$ cat config.mk
export PLATFORM = sky130hd
export DESIGN_NAME = digi_sched
export DESIGN_NICKNAME = d
export VERILOG_FILES = /design/src/rtl/digi_pkg.sv /design/src/rtl/pend_fifo.sv /design/src/rtl/last_hit.sv /design/src/rtl/scan_ctrl.sv /design/src/rtl/digi_sched.sv
export SDC_FILE = /design/constraint.sdc
export NUM_CORES = 1
export LEC_CHECK = 0
export ABC_AREA = 1
export BUFFER_PORTS_ARGS = -buffer_cell sky130_fd_sc_hd__buf_2
export CORE_MARGIN = 4
export CORE_UTILIZATION = 45
export DETAILED_ROUTE_END_ITERATION = 6
export MAX_ROUTING_LAYER = met4
export PLACE_DENSITY = 0.66
export SYNTH_ARGS = -nofsm -noshare
export SYNTH_HDL_FRONTEND = slang
export SYNTH_HIERARCHICAL = 1
export SYNTH_SLANG_ARGS = --single-unit
export TNS_END_PERCENT = 5
$ cat constraint.sdc
create_clock -name clk_i -period 2.7 [get_ports clk_i]
set_clock_uncertainty 0.15 [all_clocks]
set_input_delay 0.405 -clock clk_i [delete_from_list [all_inputs] [get_ports clk_i]]
set_output_delay 0.405 -clock clk_i [all_outputs]
set_load 0.02 [all_outputs]
$ cat src/rtl/digi_pkg.sv
package digi_pkg;
  typedef enum logic [1:0] {
    ST_IDLE  = 2'd0,
    ST_CONV  = 2'd1,
    ST_EMIT  = 2'd2,
    ST_TRAIL = 2'd3
  } scan_state_e;
endpackage

$ cat src/rtl/pend_fifo.sv
module pend_fifo #(
  parameter int W     = 13,
  parameter int DEPTH = 4
) (
  input  logic         clk_i,
  input  logic         rst_ni,
  input  logic         push_i,
  input  logic         pop_i,
  input  logic [W-1:0] din_i,
  output logic [W-1:0] dout_o,
  output logic         empty_o,
  output logic         full_o
);
  localparam int PTR_W = (DEPTH > 1) ? $clog2(DEPTH) : 1;
  localparam int CNT_W = $clog2(DEPTH + 1);

  logic [W-1:0]     mem_q [DEPTH];
  logic [PTR_W-1:0] wr_q, rd_q;
  logic [CNT_W-1:0] cnt_q;

  function automatic logic [PTR_W-1:0] ptr_inc(logic [PTR_W-1:0] p);
    return (p == PTR_W'(DEPTH - 1)) ? '0 : p + 1'b1;
  endfunction

  assign empty_o = (cnt_q == '0);
  assign full_o  = (cnt_q == CNT_W'(DEPTH));
  assign dout_o  = mem_q[rd_q];

  for (genvar g = 0; g < DEPTH; g++) begin : g_ent
    always_ff @(posedge clk_i or negedge rst_ni) begin
      if (!rst_ni)                                  mem_q[g] <= '0;
      else if (push_i && wr_q == PTR_W'(g))         mem_q[g] <= din_i;
    end
  end

  always_ff @(posedge clk_i or negedge rst_ni) begin
    if (!rst_ni) begin
      wr_q  <= '0;
      rd_q  <= '0;
      cnt_q <= '0;
    end else begin
      if (push_i) wr_q <= ptr_inc(wr_q);
      if (pop_i)  rd_q <= ptr_inc(rd_q);
      case ({push_i, pop_i})
        2'b10:   cnt_q <= cnt_q + 1'b1;
        2'b01:   cnt_q <= cnt_q - 1'b1;
        default: cnt_q <= cnt_q;
      endcase
    end
  end


  no_push_full_chk: assert property (@(posedge clk_i) disable iff (!rst_ni)
    push_i && !pop_i |-> !full_o);

  no_pop_empty_chk: assert property (@(posedge clk_i) disable iff (!rst_ni)
    pop_i |-> !empty_o);
endmodule

$ cat src/rtl/last_hit.sv
module last_hit #(
  parameter int N_CH = 8,
  parameter int CH_W = 3
) (
  input  logic [N_CH-1:0] hits_i,
  output logic            any_o,
  output logic [CH_W-1:0] last_o
);
  always_comb begin
    last_o = '0;
    for (int i = 0; i < N_CH; i++) begin
      if (hits_i[i]) last_o = CH_W'(i);
    end
    any_o = |hits_i;
  end
endmodule

$ cat src/rtl/scan_ctrl.sv
module scan_ctrl
  import digi_pkg::*;
#(
  parameter int N_CH   = 8,
  parameter int CH_W   = 3,
  parameter int SLOT_W = 5,
  parameter int CHG_W  = 8,
  parameter int TIM_W  = 8,
  parameter int BYTE_W = 5,
  parameter int BPH    = 2
) (
  input  logic              clk_i,
  input  logic              rst_ni,
  input  logic              start_i,
  input  logic [SLOT_W-1:0] slot_i,
  input  logic              any_i,
  input  logic [CH_W-1:0]   last_i,
  input  logic [CHG_W-1:0]  thr_i,
  output logic              busy_o,
  output logic              conv_req_o,
  output logic [SLOT_W-1:0] conv_slot_o,
  output logic [CH_W-1:0]   conv_chan_o,
  input  logic              conv_done_i,
  input  logic [CHG_W-1:0]  conv_charge_i,
  input  logic [TIM_W-1:0]  conv_time_i,
  output logic              out_valid_o,
  input  logic              out_ready_i,
  output logic [SLOT_W-1:0] out_slot_o,
  output logic [CH_W-1:0]   out_chan_o,
  output logic [CHG_W-1:0]  out_charge_o,
  output logic [TIM_W-1:0]  out_time_o,
  output logic              out_last_o,
  output logic [BYTE_W-1:0] out_bytes_o
);
  localparam int CNT_W = $clog2(N_CH + 1);

  scan_state_e       state_q;
  logic [SLOT_W-1:0] slot_q;
  logic [CH_W-1:0]   ch_q, last_q;
  logic [CNT_W-1:0]  kept_q;
  logic [CHG_W-1:0]  charge_q;
  logic [TIM_W-1:0]  time_q;
  logic              at_last;

  assign at_last = (ch_q == last_q);

  always_ff @(posedge clk_i or negedge rst_ni) begin
    if (!rst_ni) begin
      state_q  <= ST_IDLE;
      slot_q   <= '0;
      ch_q     <= '0;
      last_q   <= '0;
      kept_q   <= '0;
      charge_q <= '0;
      time_q   <= '0;
    end else begin
      case (state_q)
        ST_IDLE: if (start_i) begin
          slot_q  <= slot_i;
          last_q  <= last_i;
          ch_q    <= '0;
          kept_q  <= '0;
          state_q <= any_i ? ST_CONV : ST_TRAIL;
        end
        ST_CONV: if (conv_done_i) begin
          charge_q <= conv_charge_i;
          time_q   <= conv_time_i;
          if (conv_charge_i >= thr_i) begin
            kept_q  <= kept_q + 1'b1;
            state_q <= ST_EMIT;
          end else if (at_last) begin
            state_q <= ST_TRAIL;
          end else begin
            ch_q <= ch_q + 1'b1;
          end
        end
        ST_EMIT: if (out_ready_i) begin
          if (at_last) state_q <= ST_TRAIL;
          else begin
            ch_q    <= ch_q + 1'b1;
            state_q <= ST_CONV;
          end
        end
        ST_TRAIL: if (out_ready_i) state_q <= ST_IDLE;
        default: state_q <= ST_IDLE;
      endcase
    end
  end

  assign busy_o       = (state_q != ST_IDLE);
  assign conv_req_o   = (state_q == ST_CONV);
  assign conv_slot_o  = slot_q;
  assign conv_chan_o  = ch_q;
  assign out_valid_o  = (state_q == ST_EMIT) || (state_q == ST_TRAIL);
  assign out_last_o   = (state_q == ST_TRAIL);
  assign out_slot_o   = slot_q;
  assign out_chan_o   = (state_q == ST_EMIT) ? ch_q : '0;
  assign out_charge_o = (state_q == ST_EMIT) ? charge_q : '0;
  assign out_time_o   = (state_q == ST_EMIT) ? time_q : '0;
  assign out_bytes_o  = out_last_o ? BYTE_W'(kept_q) * BYTE_W'(BPH) : '0;


  chan_in_range_chk: assert property (@(posedge clk_i) disable iff (!rst_ni)
    conv_req_o |-> conv_chan_o <= last_q);

  out_hold_chk: assert property (@(posedge clk_i) disable iff (!rst_ni)
    out_valid_o && !out_ready_i |=> out_valid_o &&
      $stable({out_slot_o, out_chan_o, out_charge_o, out_time_o, out_last_o, out_bytes_o}));

  trail_once_chk: assert property (@(posedge clk_i) disable iff (!rst_ni)
    out_valid_o && out_ready_i && out_last_o |=> !out_valid_o);

  req_done_chk: assert property (@(posedge clk_i) disable iff (!rst_ni)
    conv_req_o && !conv_done_i |=> conv_req_o && $stable(conv_chan_o));
endmodule

$ cat src/rtl/digi_sched.sv
module digi_sched #(
  parameter int N_CH   = 8,
  parameter int SLOT_W = 5,
  parameter int CHG_W  = 8,
  parameter int TIM_W  = 8,
  parameter int DEPTH  = 4,
  localparam int CH_W   = (N_CH > 1) ? $clog2(N_CH) : 1,
  localparam int BPH    = (CHG_W + 7) / 8 + (TIM_W + 7) / 8,
  localparam int BYTE_W = $clog2(N_CH * BPH + 1)
) (
  input  logic              clk_i,
  input  logic              rst_ni,
  input  logic              trig_i,
  input  logic [SLOT_W-1:0] trig_slot_i,
  input  logic [N_CH-1:0]   trig_hits_i,
  input  logic [CHG_W-1:0]  thr_i,
  output logic              conv_req_o,
  output logic [SLOT_W-1:0] conv_slot_o,
  output logic [CH_W-1:0]   conv_chan_o,
  input  logic              conv_done_i,
  input  logic [CHG_W-1:0]  conv_charge_i,
  input  logic [TIM_W-1:0]  conv_time_i,
  output logic              out_valid_o,
  input  logic              out_ready_i,
  output logic [SLOT_W-1:0] out_slot_o,
  output logic [CH_W-1:0]   out_chan_o,
  output logic [CHG_W-1:0]  out_charge_o,
  output logic [TIM_W-1:0]  out_time_o,
  output logic              out_last_o,
  output logic [BYTE_W-1:0] out_bytes_o,
  output logic              overflow_o
);
  localparam int ENT_W = SLOT_W + N_CH;

  logic             busy, empty, full, push, pop, start, defer, ovf_q;
  logic [ENT_W-1:0] head;
  logic [SLOT_W-1:0] start_slot;
  logic [N_CH-1:0]  start_hits;
  logic             start_any;
  logic [CH_W-1:0]  start_last;

  // pending events wait if a scan runs or older ones are queued
  assign defer = busy || !empty;
  assign pop   = !busy && !empty;
  assign start = !busy && (!empty || trig_i);
  assign push  = trig_i && defer && (!full || pop);

  assign {start_slot, start_hits} = empty ? {trig_slot_i, trig_hits_i} : head;

  pend_fifo #(.W(ENT_W), .DEPTH(DEPTH)) u_fifo (
    .clk_i, .rst_ni,
    .push_i (push),
    .pop_i  (pop),
    .din_i  ({trig_slot_i, trig_hits_i}),
    .dout_o (head),
    .empty_o(empty),
    .full_o (full)
  );

  last_hit #(.N_CH(N_CH), .CH_W(CH_W)) u_last (
    .hits_i(start_hits),
    .any_o (start_any),
    .last_o(start_last)
  );

  scan_ctrl #(
    .N_CH(N_CH), .CH_W(CH_W), .SLOT_W(SLOT_W), .CHG_W(CHG_W),
    .TIM_W(TIM_W), .BYTE_W(BYTE_W), .BPH(BPH)
  ) u_scan (
    .clk_i, .rst_ni,
    .start_i      (start),
    .slot_i       (start_slot),
    .any_i        (start_any),
    .last_i       (start_last),
    .thr_i,
    .busy_o       (busy),
    .conv_req_o, .conv_slot_o, .conv_chan_o,
    .conv_done_i, .conv_charge_i, .conv_time_i,
    .out_valid_o, .out_ready_i, .out_slot_o, .out_chan_o,
    .out_charge_o, .out_time_o, .out_last_o, .out_bytes_o
  );

  always_ff @(posedge clk_i or negedge rst_ni) begin
    if (!rst_ni)                           ovf_q <= 1'b0;
    else if (trig_i && defer && full && !pop) ovf_q <= 1'b1;
  end
  assign overflow_o = ovf_q;


  start_now_chk: assert property (@(posedge clk_i) disable iff (!rst_ni)
    trig_i && !busy && empty |=> busy && (conv_slot_o == $past(trig_slot_i)));

  ovf_sticky_chk: assert property (@(posedge clk_i) disable iff (!rst_ni)
    overflow_o |=> overflow_o);

  ovf_cause_chk: assert property (@(posedge clk_i) disable iff (!rst_ni)
    $rose(overflow_o) |-> $past(trig_i) && $past(full));
endmodule

==> results.sh, run 1 <==
export IMPL_worstPathMaxFanout=21
export IMPL_synthesis_nets=699
export IMPL_grt_overflow_total=0
export IMPL_cp_startpoint="u_scan/state_q[0]"
export IMPL_tightest_slew_ns=0.750
export IMPL_worst_ep_required_time_ns=2.14
export IMPL_crit_family="adder cells"
export IMPL_vias=4177
export IMPL_die_width_microns=117
export IMPL_p_seq_share_pct=33.8
export IMPL_crit_slowest_cell="ha_1"
export IMPL_start_util_pct=46.4
export IMPL_cts_sinks=93
export IMPL_cts_root_buf="clkbuf_16"
export IMPL_synth_warnings=6
export IMPL_place_hpwl_mm=7.96
export IMPL_dpl_cell_area_sq_mm=0.00576
export IMPL_r2r_slack_ns=0.33
export IMPL_finalCriticalPeriod_ns=2.46
export IMPL_setup_viol=0
export IMPL_power_density_mw_per_mm2=1210
export IMPL_worst_path_buf_inv=3
export IMPL_numCtsBuffers=9
export IMPL_area_growth_pct=12.7
export IMPL_fin_total_pwr_mw=7.33
export IMPL_fin_area_sq_mm=0.00605
export IMPL_clkTransAtPathRegs_ns=0.06
export IMPL_row_count=39
export IMPL_tritoncts="done"
export IMPL_hold_viol=0
export IMPL_antenna_found_initial=0
export IMPL_viasPerCell=4.90
export IMPL_first_pass_iters=4
export IMPL_syn_area_sq_mm=0.00537
export IMPL_syn_area_per_cell_sq_um=8.44
export IMPL_status="finished, final reports clean"
export IMPL_period_share_pct=91.0
export IMPL_finalWirelength_mm=11.3
export IMPL_r2r_end="u_fifo/cnt_q[1]"
export IMPL_ant_nets=0
export IMPL_p_comb_share_pct=50.5
export IMPL_multiInputGateArea_sq_mm=0.00240
export IMPL_r2r_cells=11
export IMPL_hp_class="in2reg"
export IMPL_synth_seq_area_share_pct=43.4
export IMPL_crit_path_max_incr_delay_ns=0.64
export IMPL_gp_congestion=0.833
export IMPL_switching_share_pct=44.6
export IMPL_p_int_mw=4.06
export IMPL_ir_drop_mv=0.491
export IMPL_rsz0062_at_grt="false"
export IMPL_drv_cap=0
export IMPL_slew_violations=0
export IMPL_grt_pass1_vias=4042
export IMPL_fin_nets=768
export IMPL_worstSetupEndpointType="output pin"
export IMPL_drc=0
export IMPL_ys_ff_latch=93
export IMPL_switchingPower_mw=3.27
export IMPL_io_buffer_count=81
export IMPL_die_h_microns=117
export IMPL_avgRoutedWirePerCell_microns=13.3
export IMPL_htree_num_levels=3
export IMPL_grt_usage_pct=17.5
export IMPL_fmax_mhz=407
export IMPL_hold_path_depth=2
export IMPL_crit_top_cell="inv_1"
export IMPL_grt_pass1_wl_mm=18.5
export IMPL_hold_end="u_scan/time_q[6]"
export IMPL_syn_inst=636
export IMPL_regArea_sq_mm=0.00233
export IMPL_crit_type="reg2out"
export IMPL_layout_commonest_cell="nand2_1"
export IMPL_final_cell_mix="214 x nand2_1, 100 x inv_1, 93 x dfrtp_1"
export IMPL_layout_drive_gt1_share_pct=26.1
export IMPL_slew_headroom_pct=50.0
export IMPL_antenna_diode_count=0
export IMPL_grt_max_degree=54
export IMPL_cp_arrival_ns=1.90
export IMPL_yosysUniqueCellTypes=35
export IMPL_power_leakage_nw=3.41
export IMPL_cts_buffer_depth=2
export IMPL_hold_start="conv_time_i[6]"
export IMPL_first_iter_violations=289
export IMPL_core_area_sq_mm=0.0116
export IMPL_crit_path_start_kind="flop"
export IMPL_r2r_start="u_scan/state_q[0]"
export IMPL_crit_cells=5
export IMPL_dieArea_sq_mm=0.0137
export IMPL_fin_setup_tns_ns=0
export IMPL_crit_path_cell_trace="inv_1 -> ha_1 -> inv_1 -> nand2_1 -> buf_2"
export IMPL_fillers=1102
export IMPL_ioPinCount=83
export IMPL_clk_latency_ns=0.34
export IMPL_clockPowerShare_pct=15.7
==> Yosys cell counts <==
cell	number	area share [%]
buf_2	9	0.84
a21oi_1	5	0.47
buf_6	14	2.9
inv_1	100	7.0
mux2_2	20	4.2
conb_1	1	0.070
nand2_2	2	0.23
o22ai_2	1	0.23
o21ai_2	40	6.5
inv_4	1	0.12
nand3_2	1	0.19
o21ai_1	17	1.6
xor2_1	2	0.33
nor3_1	3	0.28
nand2_4	5	1.0
mux2_1	3	0.63
dfrtp_1	93	43
o21ai_0	5	0.47
a21oi_2	1	0.16
buf_4	6	0.84
inv_2	6	0.42
nand2_1	214	15
nor2_4	2	0.42
nor2_1	11	0.77
a21boi_0	1	0.14
o211ai_1	26	3.6
nand3_1	7	0.65
or2_1	1	0.12
nand4_1	8	0.93
ha_1	20	4.7
fa_1	1	0.37
nor2_2	3	0.35
xnor2_1	5	0.82
or2_2	1	0.12
a21o_1	1	0.14
==> what timing repair did <==
item	CTS	global route
hold buffers	1	0
setup buffers	0	0
hold endpoints to repair	44	0
endpoints found under the setup margin	0	1
resized for setup	0	3
==> state kept, by name (all words and copies together) (netlist names) <==
name	count
u_fifo/mem_q	52
u_scan/charge_q	8
u_scan/time_q	8
u_scan/conv_slot_o	5
u_scan/kept_q	4
u_fifo/cnt_q	3
u_scan/conv_chan_o	3
u_scan/last_q	3
u_fifo/rd_q	2
u_fifo/wr_q	2
u_scan/state_q	2
overflow_o	1
==> how the worst max path moves through the flow <==
stage / end / slack [ns]
6_report: out_valid_o / 0.24
4_1_cts: out_valid_o / 0.20
3_5_place_dp: u_scan/state_q[1] / 0.27
2_1_floorplan: u_fifo/cnt_q[1] / 0.36
5_1_grt: u_scan/state_q[1] / 0.06
3_3_place_gp: u_scan/state_q[1] / 0.34
==> power groups by stage <==
stage               Clock, mW  Sequential [mW]  Combinational, mW
finish                   1.15             2.47               3.70
global placement            0             2.45               3.60
detailed placement          0             2.47               3.71
CTS                      1.19             2.45               3.72
global route             1.24             2.55               4.25
floorplan                   0             2.43               3.03
==> cells by family (layout without fill, tap and decap cells) <==
| kind of cell | after synthesis | in the layout | synth area share [%] |
|---|---|---|---|
| AOI/OAI and AO/OA | 97 | 97 | 13.4 |
| xor gates and xnor gates | 7 | 7 | 1.14 |
| adders and majority gates | 21 | 21 | 5.03 |
| buffers and inverters | 136 | 210 | 12.1 |
| DFF | 93 | 93 | 43.4 |
| muxes | 23 | 23 | 4.83 |
| other | 1 | 1 | 0.0699 |
| and+or+nand+nor | 258 | 258 | 20.1 |
==> routing by layer <==
layer  global-route usage (%)  routed length, microns
met5                        -                       0
met4                     4.97                      91
met3                     4.06                     571
met2                     28.3                    5290
met1                     22.2                    5390
==> stage by stage <==
stage / utilization (%) / cells / hold WS [ns] / worst slack [ns]
after floorplan: - / 636 / -0.0406 / 0.357
after global placement: 49.8 / 836 / 0.294 / 0.339
after detailed placement: 49.8 / 836 / 0.307 / 0.275
after CTS: 52.2 / 853 / 0.119 / 0.199
after global routing: 52.3 / 853 / 0.116 / 0.0598
final: 52.3 / 853 / 0.128 / 0.242
==> cell type report <==
cell class / instances / area share (%)
clock buffer: 10 / 3.79
inverter: 107 / 6.72
clock inverter: 6 / 0.641
sequential: 93 / 38.5
multi-input combinational: 407 / 39.7
tap: 143 / 2.96
timing repair buffer: 87 / 7.74
Note: power is estimated with default switching activity, not from simulation.
==> run 2: changes to the inputs <==
--- a/config.mk
+++ b/config.mk
@@ -5,13 +5,12 @@
 export SDC_FILE = /design/constraint.sdc
 export NUM_CORES = 1
 export LEC_CHECK = 0
-export ABC_AREA = 1
 export BUFFER_PORTS_ARGS = -buffer_cell sky130_fd_sc_hd__buf_2
 export CORE_MARGIN = 4
 export CORE_UTILIZATION = 45
 export DETAILED_ROUTE_END_ITERATION = 6
 export MAX_ROUTING_LAYER = met4
-export PLACE_DENSITY = 0.66
+export PLACE_DENSITY = 0.77
 export SYNTH_ARGS = -nofsm -noshare
 export SYNTH_HDL_FRONTEND = slang
 export SYNTH_HIERARCHICAL = 1
==> results.sh, run 2 <==
export IMPL_status="finished, final reports clean"
export IMPL_antenna_diode_count=0
export IMPL_grt_overflow_total=0
export IMPL_place_hpwl_mm=7.43
export IMPL_layout_commonest_cell="dfrtp_1"
export IMPL_clk_latency_ns=0.38
export IMPL_synthesis_nets=438
export IMPL_die_width_microns=114
export IMPL_avgRoutedWirePerCell_microns=17.0
export IMPL_antenna_found_initial=0
export IMPL_grt_use_met3_pct=4.46
export IMPL_synth_seq_area_share_pct=46.4
export IMPL_worst_ep_required_time_ns=2.85
export IMPL_reg_largest_list="u_fifo/mem_q (52), u_scan/charge_q (8), u_scan/time_q (8)"
export IMPL_dp_cells=587
export IMPL_ir_drop_mv=0.529
export IMPL_synthSimpleGateAreaFrac_pct=7.61
export IMPL_yosysTopAreaCell="dfrtp_1"
export IMPL_gp_congestion=0.814
export IMPL_row_count=38
export IMPL_slew_headroom_pct=54.1
export IMPL_grt_max_degree=62
export IMPL_synthAdderAreaFrac_pct=5.39
export IMPL_fin_util_pct=52.8
export IMPL_hold_viol=0
export IMPL_synth_edff_count=0
export IMPL_regMostFlops="u_fifo/mem_q"
export IMPL_syn_inst=375
export IMPL_io_buffer_count=81
export IMPL_crit_path_start_kind="flop"
export IMPL_rsz0062_at_grt="false"
export IMPL_tightest_slew_ns=0.687
export IMPL_ant_nets=0
export IMPL_finalWirelength_mm=10.3
export IMPL_finalCriticalPeriod_ns=2.53
export IMPL_htree_num_levels=3
export IMPL_setup_viol=0
export IMPL_power_leakage_nw=2.72
export IMPL_worstPathMaxFanout=8
export IMPL_clkTransAtPathRegs_ns=0.10
export IMPL_ys_ff_latch=93
export IMPL_largest_reg_flops=52
export IMPL_crit_type="reg2reg"
export IMPL_layout_drive_gt1_share_pct=47.2
export IMPL_drc=0
export IMPL_area_growth_pct=14.7
export IMPL_synthTopCellsByCount="93 x dfrtp_1, 82 x mux2_2, 23 x and2_1"
export IMPL_first_pass_iters=4
export IMPL_syn_area_per_cell_sq_um=13.4
export IMPL_hp_class="in2reg"
export IMPL_slew_violations=0
export IMPL_numCtsBuffers=9
export IMPL_grt_pass1_vias=3450
export IMPL_syn_area_sq_mm=0.00502
export IMPL_grt_util_met1_pct=22.4
export IMPL_grt_pass1_wl_mm=17.2
export IMPL_synth_xor_area_share_pct=1.05
export IMPL_multiInputGateArea_sq_mm=0.00246
export IMPL_drv_cap=0
export IMPL_regArea_sq_mm=0.00233
export IMPL_period_share_pct=93.5
export IMPL_layout_cells_non_filler=604
export IMPL_grt_usage_pct=17.1
export IMPL_cts_root_buf="clkbuf_8"
export IMPL_vias=3234
export IMPL_cts_sinks=93
export IMPL_power_density_mw_per_mm2=1230
export IMPL_worstSetupEndpointType="flop"
export IMPL_grtUsageMet2_pct=26.9
export IMPL_final_cell_mix="92 x dfrtp_1, 82 x mux2_2, 80 x buf_2"
export IMPL_synth_top_area_share_pct=46.4
export IMPL_synth_top_family_by_area="multiplexers"
export IMPL_synth_compound_area_share_pct=6.61
export IMPL_synth_warnings=6
export IMPL_cts_buffer_depth=2
export IMPL_ioPinCount=83
export IMPL_ys_async_sr_fraction_pct=100
export IMPL_netlist_top_cells_area="dfrtp_1 46%, mux2_2 18%, mux4_1 5.8%"
export IMPL_muxShareOfSynthArea_pct=28.2
export IMPL_fillers=904
export IMPL_first_iter_violations=126
export IMPL_fmax_mhz=396
export IMPL_start_util_pct=46.1
export IMPL_yosysUniqueCellTypes=59
export IMPL_grt_busiest_layer="met2"
export IMPL_dieArea_sq_mm=0.0129
export IMPL_cp_arrival_ns=2.68
export IMPL_synthMostInstantiatedCell="dfrtp_1"
export IMPL_tritoncts="done"
export IMPL_ys_flop_type="dfrtp_1"
export IMPL_viasPerCell=5.35
export IMPL_core_area_sq_mm=0.0109
export IMPL_fin_setup_tns_ns=0
export IMPL_die_h_microns=114
export IMPL_fin_nets=522
[run 2: cell types whose count changed after synthesis, sizes merged, moves of 5 or more]
cell,previous run,this run
o211ai,26,1
nand4,8,3
o21ai,62,6
nand2,221,13
nand3,8,1
mux2,23,91
and2,0,23
inv,107,23
buf,29,17
mux4,0,13
[run 2: worst paths after layout]
kind | from | to | slack (ns) | cells past startpoint
max | u_scan/state_q[0] | u_fifo/cnt_q[2] | 0.17 | 12
max reg2reg | u_scan/state_q[0] | u_fifo/cnt_q[2] | 0.17 | 12
min | conv_time_i[1] | u_scan/time_q[1] | 0.11 | 2
min reg2reg | overflow_o | overflow_o | 0.33 | 1
max in group asynchronous | rst_ni | u_fifo/rd_q[0] | 1.38 | 3
min in group asynchronous | rst_ni | u_fifo/mem_q[32] | 0.35 | 2
[run 2: layout make-up]
cell class / instances / share of cell area, %
Multi-Input combinational cell: 240 / 42.7
Sequential cell: 93 / 40.5
Timing Repair Buffer: 92 / 8.78
Clock inverter: 7 / 1.30
Clock buffer: 9 / 2.15
Inverter: 23 / 1.50
Tap cell: 140 / 3.04
[run 2: logic make-up (layout without fill, tap and decap cells)]
family	Yosys count	in the layout
AO/OA/AOI/OAI	38	38
XOR/XNOR	6	6
adder cells (fa/ha/maj)	21	21
buffers and inverters	42	131
flip-flops	93	93
multiplexers	106	106
other	1	1
AND/OR/NAND/NOR	68	68
[run 2: worst max-delay path, stage by stage (launching register included)]
cell and delay [ns]:
dfrtp_1 0.42, inv_1 0.11, ha_1 0.20, inv_2 0.08, nor2b_1 0.13, o21a_1 0.24
inv_1 0.10, ha_1 0.18, inv_1 0.06, fa_1 0.37, xor2_1 0.15, nor2_1 0.11
xor2_1 0.15
[run 2: power by group]
group	internal (mW)	leakage, nW	switching [mW]
registers	2.10	1.11	0.482
logic	1.89	1.52	1.68
clock network	0.365	0.0981	0.562
total	4.36	2.72	2.72
[run 2: timing repair]
| action | in CTS | in global routing |
|---|---|---|
| endpoints found under the hold margin | 32 | 0 |
| resized for setup | 0 | 2 |
| setup endpoints to repair | 0 | 2 |
| buffers inserted | 0 | 0 |
| hold buffers | 1 | 0 |
[run 2: per-layer routing]
layer  wire length [microns]  share of wire (%)
met1                    4570                 44
met2                    4980                 48
met4                     124                1.2
met5                       0                  0
met3                     602                5.9
[run 2: metrics by stage]
step | hold slack (ns) | cell area [sq um] | total power, mW | worst slack [ns]
final | 0.110 | 5750 | 7.08 | 0.175
after global routing | 0.102 | 5750 | 7.62 | 0.00360
after CTS | 0.0955 | 5750 | 7.15 | 0.0909
after detailed placement | 0.228 | 5540 | 6.19 | 0.168
after global placement | 0.226 | 5540 | 5.99 | 0.252
after floorplan | -0.0406 | 5020 | 5.35 | 0.262
==> run 3: changes to the inputs <==
--- a/config.mk
+++ b/config.mk
@@ -5,6 +5,7 @@
 export SDC_FILE = /design/constraint.sdc
 export NUM_CORES = 1
 export LEC_CHECK = 0
+export ABC_AREA = 1
 export BUFFER_PORTS_ARGS = -buffer_cell sky130_fd_sc_hd__buf_2
 export CORE_MARGIN = 4
 export CORE_UTILIZATION = 45
==> results.sh, run 3 (synthesis gave the netlist of run 1 again) <==
export IMPL_status="finished, final reports clean"
export IMPL_ioPinCount=83
export IMPL_row_count=39
export IMPL_r2r_cells=12
export IMPL_largest_reg_flops=52
export IMPL_drv_cap=0
export IMPL_place_hpwl_mm=7.91
export IMPL_setup_viol=0
export IMPL_ant_nets=0
export IMPL_layout_commonest_cell="nand2_1"
export IMPL_worstPathMaxFanout=5
export IMPL_fin_nets=769
export IMPL_period_share_pct=88.5
export IMPL_power_density_mw_per_mm2=1210
export IMPL_clkTransAtPathRegs_ns=0.06
export IMPL_tritoncts="done"
export IMPL_hold_end="u_scan/time_q[6]"
export IMPL_die_h_microns=117
export IMPL_rsz0062_at_grt="false"
export IMPL_drc=0
export IMPL_cts_buffer_depth=2
export IMPL_r2r_start="u_scan/state_q[0]"
export IMPL_cts_sinks=93
export IMPL_fin_util_pct=52.4
export IMPL_regMostFlops="u_fifo/mem_q"
export IMPL_first_pass_iters=4
export IMPL_ir_drop_mv=0.555
export IMPL_fillers=1081
export IMPL_dieArea_sq_mm=0.0137
export IMPL_vias=4137
export IMPL_io_buffer_count=81
export IMPL_grt_max_degree=52
export IMPL_first_iter_violations=344
export IMPL_hold_path_depth=2
export IMPL_r2r_slack_ns=0.31
export IMPL_grt_usage_pct=17.3
export IMPL_tightest_slew_ns=0.573
export IMPL_hold_start="conv_time_i[6]"
export IMPL_grt_pass1_wl_mm=18.1
export IMPL_avgRoutedWirePerCell_microns=12.9
export IMPL_area_growth_pct=12.9
export IMPL_antenna_found_initial=0
export IMPL_layout_drive_gt1_share_pct=25.8
export IMPL_die_width_microns=117
export IMPL_viasPerCell=4.86
export IMPL_crit_path_start_kind="flop"
export IMPL_hp_class="in2reg"
export IMPL_grt_pass1_vias=3765
export IMPL_gp_congestion=0.816
export IMPL_htree_num_levels=3
export IMPL_antenna_diode_count=0
export IMPL_clk_latency_ns=0.34
export IMPL_finalWirelength_mm=11.0
export IMPL_cts_root_buf="clkbuf_16"
export IMPL_core_area_sq_mm=0.0116
export IMPL_hold_viol=0
export IMPL_fmax_mhz=419
export IMPL_r2r_end="u_fifo/cnt_q[1]"
export IMPL_power_leakage_nw=3.42
export IMPL_final_cell_mix="214 x nand2_1, 100 x inv_1, 93 x dfrtp_1"
export IMPL_fin_setup_tns_ns=0
export IMPL_cp_arrival_ns=2.50
export IMPL_numCtsBuffers=9
export IMPL_post_cts_buffers=0
export IMPL_finalCriticalPeriod_ns=2.39
export IMPL_worstSetupEndpointType="flop"
export IMPL_grt_overflow_total=0
export IMPL_worst_ep_required_time_ns=2.81
export IMPL_reg_largest_list="u_fifo/mem_q (52), u_scan/charge_q (8), u_scan/time_q (8)"
export IMPL_start_util_pct=46.4
export IMPL_slew_headroom_pct=61.8
export IMPL_slew_violations=0
export IMPL_crit_type="reg2reg"
run 3: final cells by class:
type                       count  area (sq um)  share of cell area [%]
clock inverter                 2          35.0                   0.578
clock buffer                  12           246                    4.07
inverter                     107           404                    6.67
sequential                    93          2330                    38.4
tap                          143           179                    2.95
timing repair buffer          88           475                    7.84
multi-input combinational    407          2390                    39.5
run 3: worst max path at each step:
stage / startpoint / end / slack [ns] / cells past startpoint
global placement: u_scan/state_q[0] / u_fifo/cnt_q[1] / 0.43 / 11
finish: u_scan/state_q[0] / u_fifo/cnt_q[1] / 0.31 / 12
floorplan: u_scan/state_q[0] / u_fifo/cnt_q[1] / 0.36 / 13
CTS: u_scan/state_q[1] / u_fifo/cnt_q[1] / 0.30 / 11
detailed placement: u_scan/state_q[1] / u_fifo/cnt_q[1] / 0.28 / 11
global route: u_fifo/cnt_q[1] / u_scan/state_q[1] / 0.07 / 13
run 3: through the flow:
stage                     hold WS [ns]  setup slack, ns  std cells  instance area, sq um  total power, mW
final                            0.141            0.311        852                  6060             7.36
after global routing             0.133           0.0669        852                  6060             8.06
after CTS                        0.131            0.295        852                  6060             7.41
after detailed placement         0.289            0.282        837                  5770             6.14
after global placement           0.289            0.430        837                  5770             6.05
after floorplan                -0.0406            0.357        636                  5370             5.46
run 3: report_power, final:
group	leakage (nW)	switching [mW]	internal (mW)	total (mW)
logic	2.13	2.27	1.39	3.66
clock network	0.139	0.502	0.732	1.23
registers	1.15	0.428	2.04	2.47
run 3: what timing repair did:
action                                 CTS  global route
endpoints found under the hold margin   42             0
hold buffers                             1             0
gates resized for setup                  0             0
run 3: worst max-delay path: stages, from the launching register on:
cell	delay [ns]
dfrtp_1	0.39
inv_1	0.08
ha_1	0.27
inv_2	0.14
inv_2	0.05
a21oi_2	0.13
inv_1	0.06
nor2_2	0.10
inv_1	0.08
ha_1	0.21
inv_1	0.09
fa_1	0.40
o21ai_0	0.17
run 3: layer usage:
metal / vias up / part of all wire [%] / GRT usage (%)
met5: - / 0 / -
met4: 0 / 0.74 / 3.44
met3: 11 / 7.1 / 4.32
met2: 122 / 43 / 26.5
met1: 1877 / 49 / 23.3
li1: 2127 / - / -
